<file path="config.mk">
export PLATFORM = sky130hd
export DESIGN_NAME = dma_irq_agg
export DESIGN_NICKNAME = d
export VERILOG_FILES = /design/src/rtl/dma_irq_pkg.sv /design/src/rtl/dma_irq_src_bank.sv /design/src/rtl/dma_irq_rd_mux.sv /design/src/rtl/dma_irq_agg.sv
export SDC_FILE = /design/constraint.sdc
export NUM_CORES = 1
export LEC_CHECK = 0
export BUFFER_PORTS_ARGS = -buffer_cell sky130_fd_sc_hd__buf_2
export CORE_MARGIN = 2
export CORE_UTILIZATION = 60
export DETAILED_ROUTE_END_ITERATION = 6
export HOLD_SLACK_MARGIN = 0.02
export MAX_ROUTING_LAYER = met4
export PLACE_DENSITY = 0.89
export SKIP_CTS_REPAIR_TIMING = 1
export SLEW_MARGIN = 20
export SYNTH_ARGS = -nofsm -noshare
export SYNTH_HDL_FRONTEND = slang
export SYNTH_HIERARCHICAL = 1
export SYNTH_SLANG_ARGS = --single-unit
</file>
<file path="constraint.sdc">
create_clock -name clk -period 5.2 [get_ports clk]
set_input_delay 0.26 -clock clk [delete_from_list [all_inputs] [get_ports clk]]
set_output_delay 0.26 -clock clk [all_outputs]
set_load 0.02 [all_outputs]
</file>
<file path="src/rtl/dma_irq_pkg.sv">
package dma_irq_pkg;

  localparam int REG_AW  = 12;
  localparam int NUM_SRC = 3;  // terminal count, error A, error B

  typedef logic [REG_AW-1:0] reg_addr_t;

  // Source index order: 0 = terminal count, 1 = error A, 2 = error B
  localparam reg_addr_t OFS_SUMMARY = 12'h000;
  localparam reg_addr_t OFS_PRIO    = 12'h688;
  localparam reg_addr_t OFS_BUSY    = 12'h690;

  localparam reg_addr_t OFS_STAT [NUM_SRC] = '{12'h004, 12'h00C, 12'h010};
  localparam reg_addr_t OFS_MASK [NUM_SRC] = '{12'h018, 12'h020, 12'h024};
  localparam reg_addr_t OFS_RAW  [NUM_SRC] = '{12'h600, 12'h608, 12'h610};

endpackage

</file>
<file path="src/rtl/dma_irq_src_bank.sv">
// One event class: sticky raw latch with write-one-to-clear, enable
// register and masked view.
module dma_irq_src_bank
  import dma_irq_pkg::*;
#(
  parameter int        NUM_CH    = 16,
  parameter reg_addr_t RAW_ADDR  = 12'h600,
  parameter reg_addr_t MASK_ADDR = 12'h018
) (
  input  logic              clk,
  input  logic              rst_n,
  input  logic [NUM_CH-1:0] evt_i,
  input  logic              wr_i,
  input  reg_addr_t         addr_i,
  input  logic [NUM_CH-1:0] wdata_i,
  output logic [NUM_CH-1:0] raw_o,
  output logic [NUM_CH-1:0] mask_o,
  output logic [NUM_CH-1:0] masked_o
);

  logic              raw_hit;
  logic              mask_hit;
  logic [NUM_CH-1:0] clr_vec;
  logic [NUM_CH-1:0] raw_q;
  logic [NUM_CH-1:0] mask_q;

  assign raw_hit  = wr_i && (addr_i == RAW_ADDR);
  assign mask_hit = wr_i && (addr_i == MASK_ADDR);
  assign clr_vec  = raw_hit ? wdata_i : '0;

  // Per-channel latch: event set dominates clear
  for (genvar ch = 0; ch < NUM_CH; ch++) begin : g_lat
    always_ff @(posedge clk or negedge rst_n) begin
      if (!rst_n) begin
        raw_q[ch] <= 1'b0;
      end else if (evt_i[ch]) begin
        raw_q[ch] <= 1'b1;
      end else if (clr_vec[ch]) begin
        raw_q[ch] <= 1'b0;
      end
    end
  end

  always_ff @(posedge clk or negedge rst_n) begin
    if (!rst_n) begin
      mask_q <= '0;
    end else if (mask_hit) begin
      mask_q <= wdata_i;
    end
  end

  assign raw_o    = raw_q;
  assign mask_o   = mask_q;
  assign masked_o = raw_q & mask_q;

endmodule

</file>
<file path="src/rtl/dma_irq_rd_mux.sv">
// Combinational register read selection, zero-extended to DATA_W.
module dma_irq_rd_mux
  import dma_irq_pkg::*;
#(
  parameter int NUM_CH = 16,
  parameter int DATA_W = 32
) (
  input  reg_addr_t         addr_i,
  input  logic [NUM_CH-1:0] summary_i,
  input  logic [NUM_CH-1:0] masked_i [NUM_SRC],
  input  logic [NUM_CH-1:0] raw_i    [NUM_SRC],
  input  logic [NUM_CH-1:0] mask_i   [NUM_SRC],
  input  logic [NUM_CH-1:0] busy_i,
  input  logic [DATA_W-1:0] prio_i,
  output logic [DATA_W-1:0] rdata_o
);

  always_comb begin
    rdata_o = '0;
    case (addr_i)
      OFS_SUMMARY: rdata_o = DATA_W'(summary_i);
      OFS_STAT[0]: rdata_o = DATA_W'(masked_i[0]);
      OFS_STAT[1]: rdata_o = DATA_W'(masked_i[1]);
      OFS_STAT[2]: rdata_o = DATA_W'(masked_i[2]);
      OFS_MASK[0]: rdata_o = DATA_W'(mask_i[0]);
      OFS_MASK[1]: rdata_o = DATA_W'(mask_i[1]);
      OFS_MASK[2]: rdata_o = DATA_W'(mask_i[2]);
      OFS_RAW[0]:  rdata_o = DATA_W'(raw_i[0]);
      OFS_RAW[1]:  rdata_o = DATA_W'(raw_i[1]);
      OFS_RAW[2]:  rdata_o = DATA_W'(raw_i[2]);
      OFS_PRIO:    rdata_o = prio_i;
      OFS_BUSY:    rdata_o = DATA_W'(busy_i);
      default:     rdata_o = '0;
    endcase
  end

endmodule

</file>
<file path="src/rtl/dma_irq_agg.sv">
module dma_irq_agg
  import dma_irq_pkg::*;
#(
  parameter int NUM_CH = 16,
  parameter int DATA_W = 32
) (
  input  logic              clk,
  input  logic              rst_n,
  input  logic [NUM_CH-1:0] evt_tc_i,
  input  logic [NUM_CH-1:0] evt_ea_i,
  input  logic [NUM_CH-1:0] evt_eb_i,
  input  logic [NUM_CH-1:0] busy_i,
  input  logic              reg_wr_i,
  input  logic [REG_AW-1:0] reg_addr_i,
  input  logic [DATA_W-1:0] reg_wdata_i,
  output logic [DATA_W-1:0] reg_rdata_o,
  output logic              irq_o
);

  logic [NUM_CH-1:0] evt_all    [NUM_SRC];
  logic [NUM_CH-1:0] raw_all    [NUM_SRC];
  logic [NUM_CH-1:0] mask_all   [NUM_SRC];
  logic [NUM_CH-1:0] masked_all [NUM_SRC];
  logic [NUM_CH-1:0] summary;
  logic [DATA_W-1:0] prio_q;

  assign evt_all[0] = evt_tc_i;
  assign evt_all[1] = evt_ea_i;
  assign evt_all[2] = evt_eb_i;

  for (genvar g = 0; g < NUM_SRC; g++) begin : g_src
    dma_irq_src_bank #(
      .NUM_CH   (NUM_CH),
      .RAW_ADDR (OFS_RAW[g]),
      .MASK_ADDR(OFS_MASK[g])
    ) u_bank (
      .clk     (clk),
      .rst_n   (rst_n),
      .evt_i   (evt_all[g]),
      .wr_i    (reg_wr_i),
      .addr_i  (reg_addr_i),
      .wdata_i (reg_wdata_i[NUM_CH-1:0]),
      .raw_o   (raw_all[g]),
      .mask_o  (mask_all[g]),
      .masked_o(masked_all[g])
    );
  end

  always_comb begin
    summary = '0;
    for (int k = 0; k < NUM_SRC; k++) begin
      summary = summary | masked_all[k];
    end
  end

  assign irq_o = |summary;

  always_ff @(posedge clk or negedge rst_n) begin
    if (!rst_n) begin
      prio_q <= '0;
    end else if (reg_wr_i && (reg_addr_i == OFS_PRIO)) begin
      prio_q <= reg_wdata_i;
    end
  end

  dma_irq_rd_mux #(
    .NUM_CH(NUM_CH),
    .DATA_W(DATA_W)
  ) u_rd_mux (
    .addr_i   (reg_addr_i),
    .summary_i(summary),
    .masked_i (masked_all),
    .raw_i    (raw_all),
    .mask_i   (mask_all),
    .busy_i   (busy_i),
    .prio_i   (prio_q),
    .rdata_o  (reg_rdata_o)
  );

endmodule

</file>
* Yosys cells after proc, flatten, opt, wreduce, memory -nomap -nowiden
Cells that the tools add are included.
** Storage, ports and cells
- Register bits after elaboration :: 128
- Output and inout port bits :: 33
- Word-level logic and storage cells :: 225
- Input port bits :: 111
** Cells by class
- Muxes and demuxes :: 100
- Reduce and logical (&&, ||, !) cells :: 57
- Bitwise operators :: 5
- Eq/ne operators :: 11
** Operator list (number)
- one-hot mux 32 bit (12 select lines) :: 1
- two-way mux 1 bit :: 96
- nonzero test 2 bit :: 48
- == test 12 x 11 -> 1 bit, second input constant :: 5
- bitwise AND 16 bit :: 3
- two-way mux 16 bit :: 3
- OR 16 bit :: 2
- == test 12 x 5 -> 1 bit, second input constant :: 2
- == test 12 x 6 -> 1 bit, second input constant :: 2
- OR reduction 16 bit :: 1
- == test 12 x 3 -> 1 bit, second input constant :: 1
- == test 12 x 4 -> 1 bit, second input constant :: 1
- zero test 12 bit :: 1
- logical AND 1 bit :: 7

* Longest topological paths before layout
- Word-level depth :: 5
- Mapped depth :: 8
- Depth with buffers taken out :: 7

* Cells and area by module
The synthesis kept the hierarchy.
** By module, submodules not included
- dma_irq_rd_mux :: instances 1, cells an instance 274, seq. area each 0.0 um^2, area each 2020.7 um^2
- dma_irq_src_bank at g_src[1].u_bank :: instances 1, cells an instance 127, seq. area each 800.8 um^2, area each 1585.3 um^2
- dma_irq_src_bank at g_src[0].u_bank :: instances 1, cells an instance 126, seq. area each 800.8 um^2, area each 1567.8 um^2
- dma_irq_src_bank at g_src[2].u_bank :: instances 1, cells an instance 128, seq. area each 800.8 um^2, area each 1552.7 um^2
- dma_irq_agg :: instances 1, cells an instance 94, seq. area each 800.8 um^2, area each 1520.2 um^2

* Least setup slack after synthesis
Ideal clock, no wire load.
- Kind :: input to register
- Start point :: input reg_addr_i[7]
- End point :: register g_src[1].u_bank.mask_q[0]
- Setup time :: 0.125 ns
- Data required time :: 5.075 ns
- Stages on the path :: 5
- Arrival :: 1.906 ns
- Setup slack :: 3.169 ns
- Path buffers :: 2
- Cells stage by stage :: or4_1 clkbuf_2 nor4_4 buf_8 mux2_4
** Between the ends
- Longest elaborated chain between the ends :: 2
** Ends and longest elaborated chain
- start, declared :: RTL line dma_irq_agg.sv:14 : input logic [REG_AW-1:0] reg_addr_i,
- == test 12 x 6 -> 1 bit :: RTL line dma_irq_src_bank.sv:28 : assign mask_hit = wr_i && (addr_i == MASK_ADDR);
- logical AND 1 bit :: RTL line dma_irq_src_bank.sv:28
- end signal, assigned :: RTL line dma_irq_src_bank.sv:48 : mask_q <= wdata_i;
- end, declared :: RTL line dma_irq_src_bank.sv:25 : logic [NUM_CH-1:0] mask_q;
No other way between the ends.
A chain may end at the register's enable or synchronous reset.

* Worst setup path in the final report
- Start point :: input reg_addr_i[3]
- End point :: output reg_rdata_o[11]
** Between the ends
- Longest elaborated chain between the ends :: 2
- Elaborated cells between the ends (all ways) :: 13
- Classes of those cells :: 11 x eq/ne; 1 x mux; 1 x reduce/logical
** Ends and longest elaborated chain
- == test 12 x 11 -> 1 bit, or another cell as far along :: RTL line dma_irq_rd_mux.sv:20 : case (addr_i)
- one-hot mux 32 bit (12 select lines) (*) :: RTL line dma_irq_rd_mux.sv:20
- end, declared :: RTL line dma_irq_agg.sv:16 : output logic [DATA_W-1:0] reg_rdata_o,
Mark *: on every way between the ends. The rest lies on a longest branch, timed or not.

==> metrics list <==
- Run status: finished with violations
* Violated checks: design-rule violations, negative hold slack
- The die is 121 um tall.
- Synth Instances: 749
* Source-to-sink clock delay at the later pin of the worst-skew pair: 0.42 ns
- Fin crit period: 3.62 ns
* Highest net fanout along the worst path: 31
- The first global-routing pass estimated 42,100 um of wire.
- Number of global-route vias before repair: 7,353
- Global routing used 40.1% of the available tracks.
- Crit. End Element: output pin
- Dividing the detail-routed wire length by the instance count gives 26.5 um.
* Setup TNS: 0 ns
* Final weighted congestion in routability-driven placement: 1.05
- Global routing finished with a remaining overflow of 0.
- After synthesis, the mean cell area works out to 11.0 um2.
- The initial utilization of the core area, before any placement, comes to 61.8%.
- Fraction of the cycle the final worst path needs: 69.7%
- After synthesis, flip-flops and latches occupy 38.8% of the total area.
- The routed design has 28,300 um of wire.
- Final Non-Filler Cells: 1,068
- The worst setup path is of the in2out kind.
- During placement, the flow inserted port buffers numbering 143.
* Layout Area Growth over Synthesis: 17.1%
- Timing would allow up to 276 MHz.
- After detailed routing, the number of vias per cell comes to 7.17.
- Proportion of register bits with asynchronous set or reset after synthesis: 100%
- Root Buffer Master: sky130_fd_sc_hd__clkbuf_16
- Leading area contributor after synthesis: sky130_fd_sc_hd__dfrtp_1
* Leak pwr: 4.31 nW
- After synthesis, the most frequently instantiated cells are sky130_fd_sc_hd__dfrtp_1 (128), sky130_fd_sc_hd__and2_1 (65), sky130_fd_sc_hd__mux2_4 (50), sky130_fd_sc_hd__nand3_1 (38), sky130_fd_sc_hd__or4_1 (36).
- Worst Hold Class: in2async
* Max VDD drop: 0.265 mV
- Setup crit start kind: primary input
- Via count: 7,655
- Worst rel slew slack: 21.2%
* Number of cell rows: 42
* Max Cap Viol: 0
- Measured on the finished design, the core utilization comes to 72.4%.
- Max Slew Vio Count: 0
- In this run the register-to-register setup slack is 4.38 ns.
- After synthesis the netlist holds a flip-flop and latch count of 128.
* Leading cell type by number of instances after synthesis: sky130_fd_sc_hd__dfrtp_1
* Worst slew pin tran: 1.18 ns
- The first routing iteration left 1,180 violations.
* Net count after synthesis: 860
- Across the routed clock network, the largest skew measured is 0 ns.
- Power density relative to cell area: 253 nW/um2
- Post-route DRC: 1
* Hold Violations, Final: 36
- Post-synth top flop: sky130_fd_sc_hd__dfrtp_1
- Worst hold slack after final layout: -0.0419 ns
- Ratio of cells with drive above 1 in the final layout: 34.0%
- Clock-pin slew was measured on the worst setup and hold paths at 0.05 ns.
* Largest net degree at the start of global routing: 72
- Die X-Extent: 121 um
* Portion of synthesized cell area occupied by the leading cell type: 38.8%
* Synthesis Warnings: 6
- Synthesized area: 8250 um2
- Counting flops with a built-in enable in the synthesized netlist gives 0.
- Total power for the finished layout comes to 2.44 mW.
* Antenna violations before repair: 2
* Total clock buffers created by CTS: 17
- Final worst-path setup slack: 1.58 ns
* CTS tree: yes
* RSZ-0062 raised after global routing: false
- At the end of the flow, the number of nets in the layout was 990.
- For this design the top-level I/O count stands at 144.
- The die covers 14,700 um2.
* Post-DP HPWL: 18,400 um
- Clock tree synthesis found a total of 128 sinks.
- Once detail routing completed, the nets flagged for antenna violations numbered 0.
* Number of distinct library cell variants in the gate-level netlist after synthesis: 77
* Setup-failing EPs final: 0
- Before antenna repair, the detailed router went through 7 iterations.
* Data arrival time of the critical path: 3.36 ns
- The H-tree was split into 4 levels.
* Number of buffers on the longest clock path: 2
- OpenSTA, run right after detailed placement, puts the worst setup slack at 1.71 ns.
* Cell count after placement: 1,019
- The region available for standard cell placement spans 13,300 um2.
- After synthesis, the cell types taking the most area are sky130_fd_sc_hd__dfrtp_1 (39%), sky130_fd_sc_hd__mux2_4 (9.1%), sky130_fd_sc_hd__and2_1 (4.9%), sky130_fd_sc_hd__mux2_2 (4.2%), sky130_fd_sc_hd__mux2i_1 (3.3%).
- Worst path required time: 4.94 ns
## power by group
part	internal [mW]	switching, mW	leakage [nW]
clock network	0.789	0.428	0.295
registers	1.00	0.00216	1.54
logic	0.0797	0.142	2.48
total	1.87	0.572	4.31
## metal layers
layer / part of all wire (%) / vias to the layer above / global-route usage (%)
li1: - / 3161 / -
met1: 37 / 3610 / 51.6
met2: 43 / 686 / 57.5
met3: 13 / 198 / 9.16
met4: 7.1 / 0 / 24.7
met5: 0 / - / -
## stage by stage
stage               hold WS (ns)  area [um2]
finish                   -0.0419        9660
global route              0.0204        9660
CTS                     -0.00866        9480
detailed placement         0.436        8880
global placement           0.419        8880
floorplan                -0.0356        8250
## worst paths after layout
check,from,to,depth (start not counted)
max,reg_addr_i[3],reg_rdata_o[11],6
min,rst_n,prio_q[24],1
max reg2reg,g_src[0].u_bank/mask_o[12],g_src[0].u_bank/mask_o[12],1
min reg2reg,prio_q[28],prio_q[28],1
max in group asynchronous,rst_n,g_src[0].u_bank/mask_o[7],2
min in group clk,evt_tc_i[0],g_src[0].u_bank/raw_o[0],2
## sequential cells by signal, indices dropped and copies added (netlist names)
register and count:
prio_q 32, g_src.u_bank/mask_o 48, g_src.u_bank/raw_o 48
## layout by cell type, fill, tap and decap left out, types with 3 or more instances in the layout
master / instances
sky130_fd_sc_hd__a221o_1: 3
sky130_fd_sc_hd__dlygate4sd3_1: 16
sky130_fd_sc_hd__a21o_1: 32
sky130_fd_sc_hd__mux2_1: 9
sky130_fd_sc_hd__o22ai_1: 4
sky130_fd_sc_hd__dfrtp_1: 128
sky130_fd_sc_hd__and2_1: 65
sky130_fd_sc_hd__mux2_2: 31
sky130_fd_sc_hd__nand4_1: 5
sky130_fd_sc_hd__mux2i_1: 27
sky130_fd_sc_hd__nor3_2: 3
sky130_fd_sc_hd__nor4_4: 4
sky130_fd_sc_hd__nand2_1: 23
sky130_fd_sc_hd__nor3_1: 6
sky130_fd_sc_hd__buf_4: 11
sky130_fd_sc_hd__clkbuf_16: 17
sky130_fd_sc_hd__and3_1: 7
sky130_fd_sc_hd__a221oi_1: 8
sky130_fd_sc_hd__o211ai_1: 3
sky130_fd_sc_hd__or3_1: 19
sky130_fd_sc_hd__nand2b_1: 19
sky130_fd_sc_hd__or3b_2: 17
sky130_fd_sc_hd__a222oi_1: 6
sky130_fd_sc_hd__o41ai_1: 16
sky130_fd_sc_hd__or4_1: 35
sky130_fd_sc_hd__a22oi_1: 17
sky130_fd_sc_hd__buf_2: 142
sky130_fd_sc_hd__nor4_1: 7
sky130_fd_sc_hd__and4_1: 3
sky130_fd_sc_hd__nand3b_1: 17
sky130_fd_sc_hd__a22o_1: 4
sky130_fd_sc_hd__nor2_1: 15
sky130_fd_sc_hd__o21ai_0: 5
sky130_fd_sc_hd__nor4bb_1: 3
sky130_fd_sc_hd__nand3_1: 38
sky130_fd_sc_hd__mux2_4: 50
sky130_fd_sc_hd__clkbuf_8: 7
sky130_fd_sc_hd__a21oi_1: 6
sky130_fd_sc_hd__a211oi_1: 3
## cells by family after synthesis
group	Yosys count	share of synthesized area [%]
DFF	128	38.8
muxes	117	17.8
buffers and inverters	61	4.92
and+or+nand+nor	308	25.0
AOI/OAI and AO/OA	135	13.4
## layout make-up
| type | instances | area [um2] |
|---|---|---|
| flip-flops and latches | 128 | 3200 |
| repair buffers | 170 | 968 |
| inverters | 2 | 7.51 |
| diodes | 2 | 5.00 |
| multi-input cells | 560 | 4650 |
| fillers | 965 | 3690 |
| well taps | 176 | 220 |
| clock inverters | 4 | 72.6 |
| clock buffers | 26 | 529 |
## worst max-delay path: stages
cell and delay [ns]:
sky130_fd_sc_hd__buf_2 0.60, sky130_fd_sc_hd__nor4b_2 0.78, sky130_fd_sc_hd__and4_1 1.12, sky130_fd_sc_hd__a22oi_1 0.22
sky130_fd_sc_hd__nand2_1 0.18, sky130_fd_sc_hd__buf_2 0.18
No activity file was read; power rests on OpenSTA's default activity.
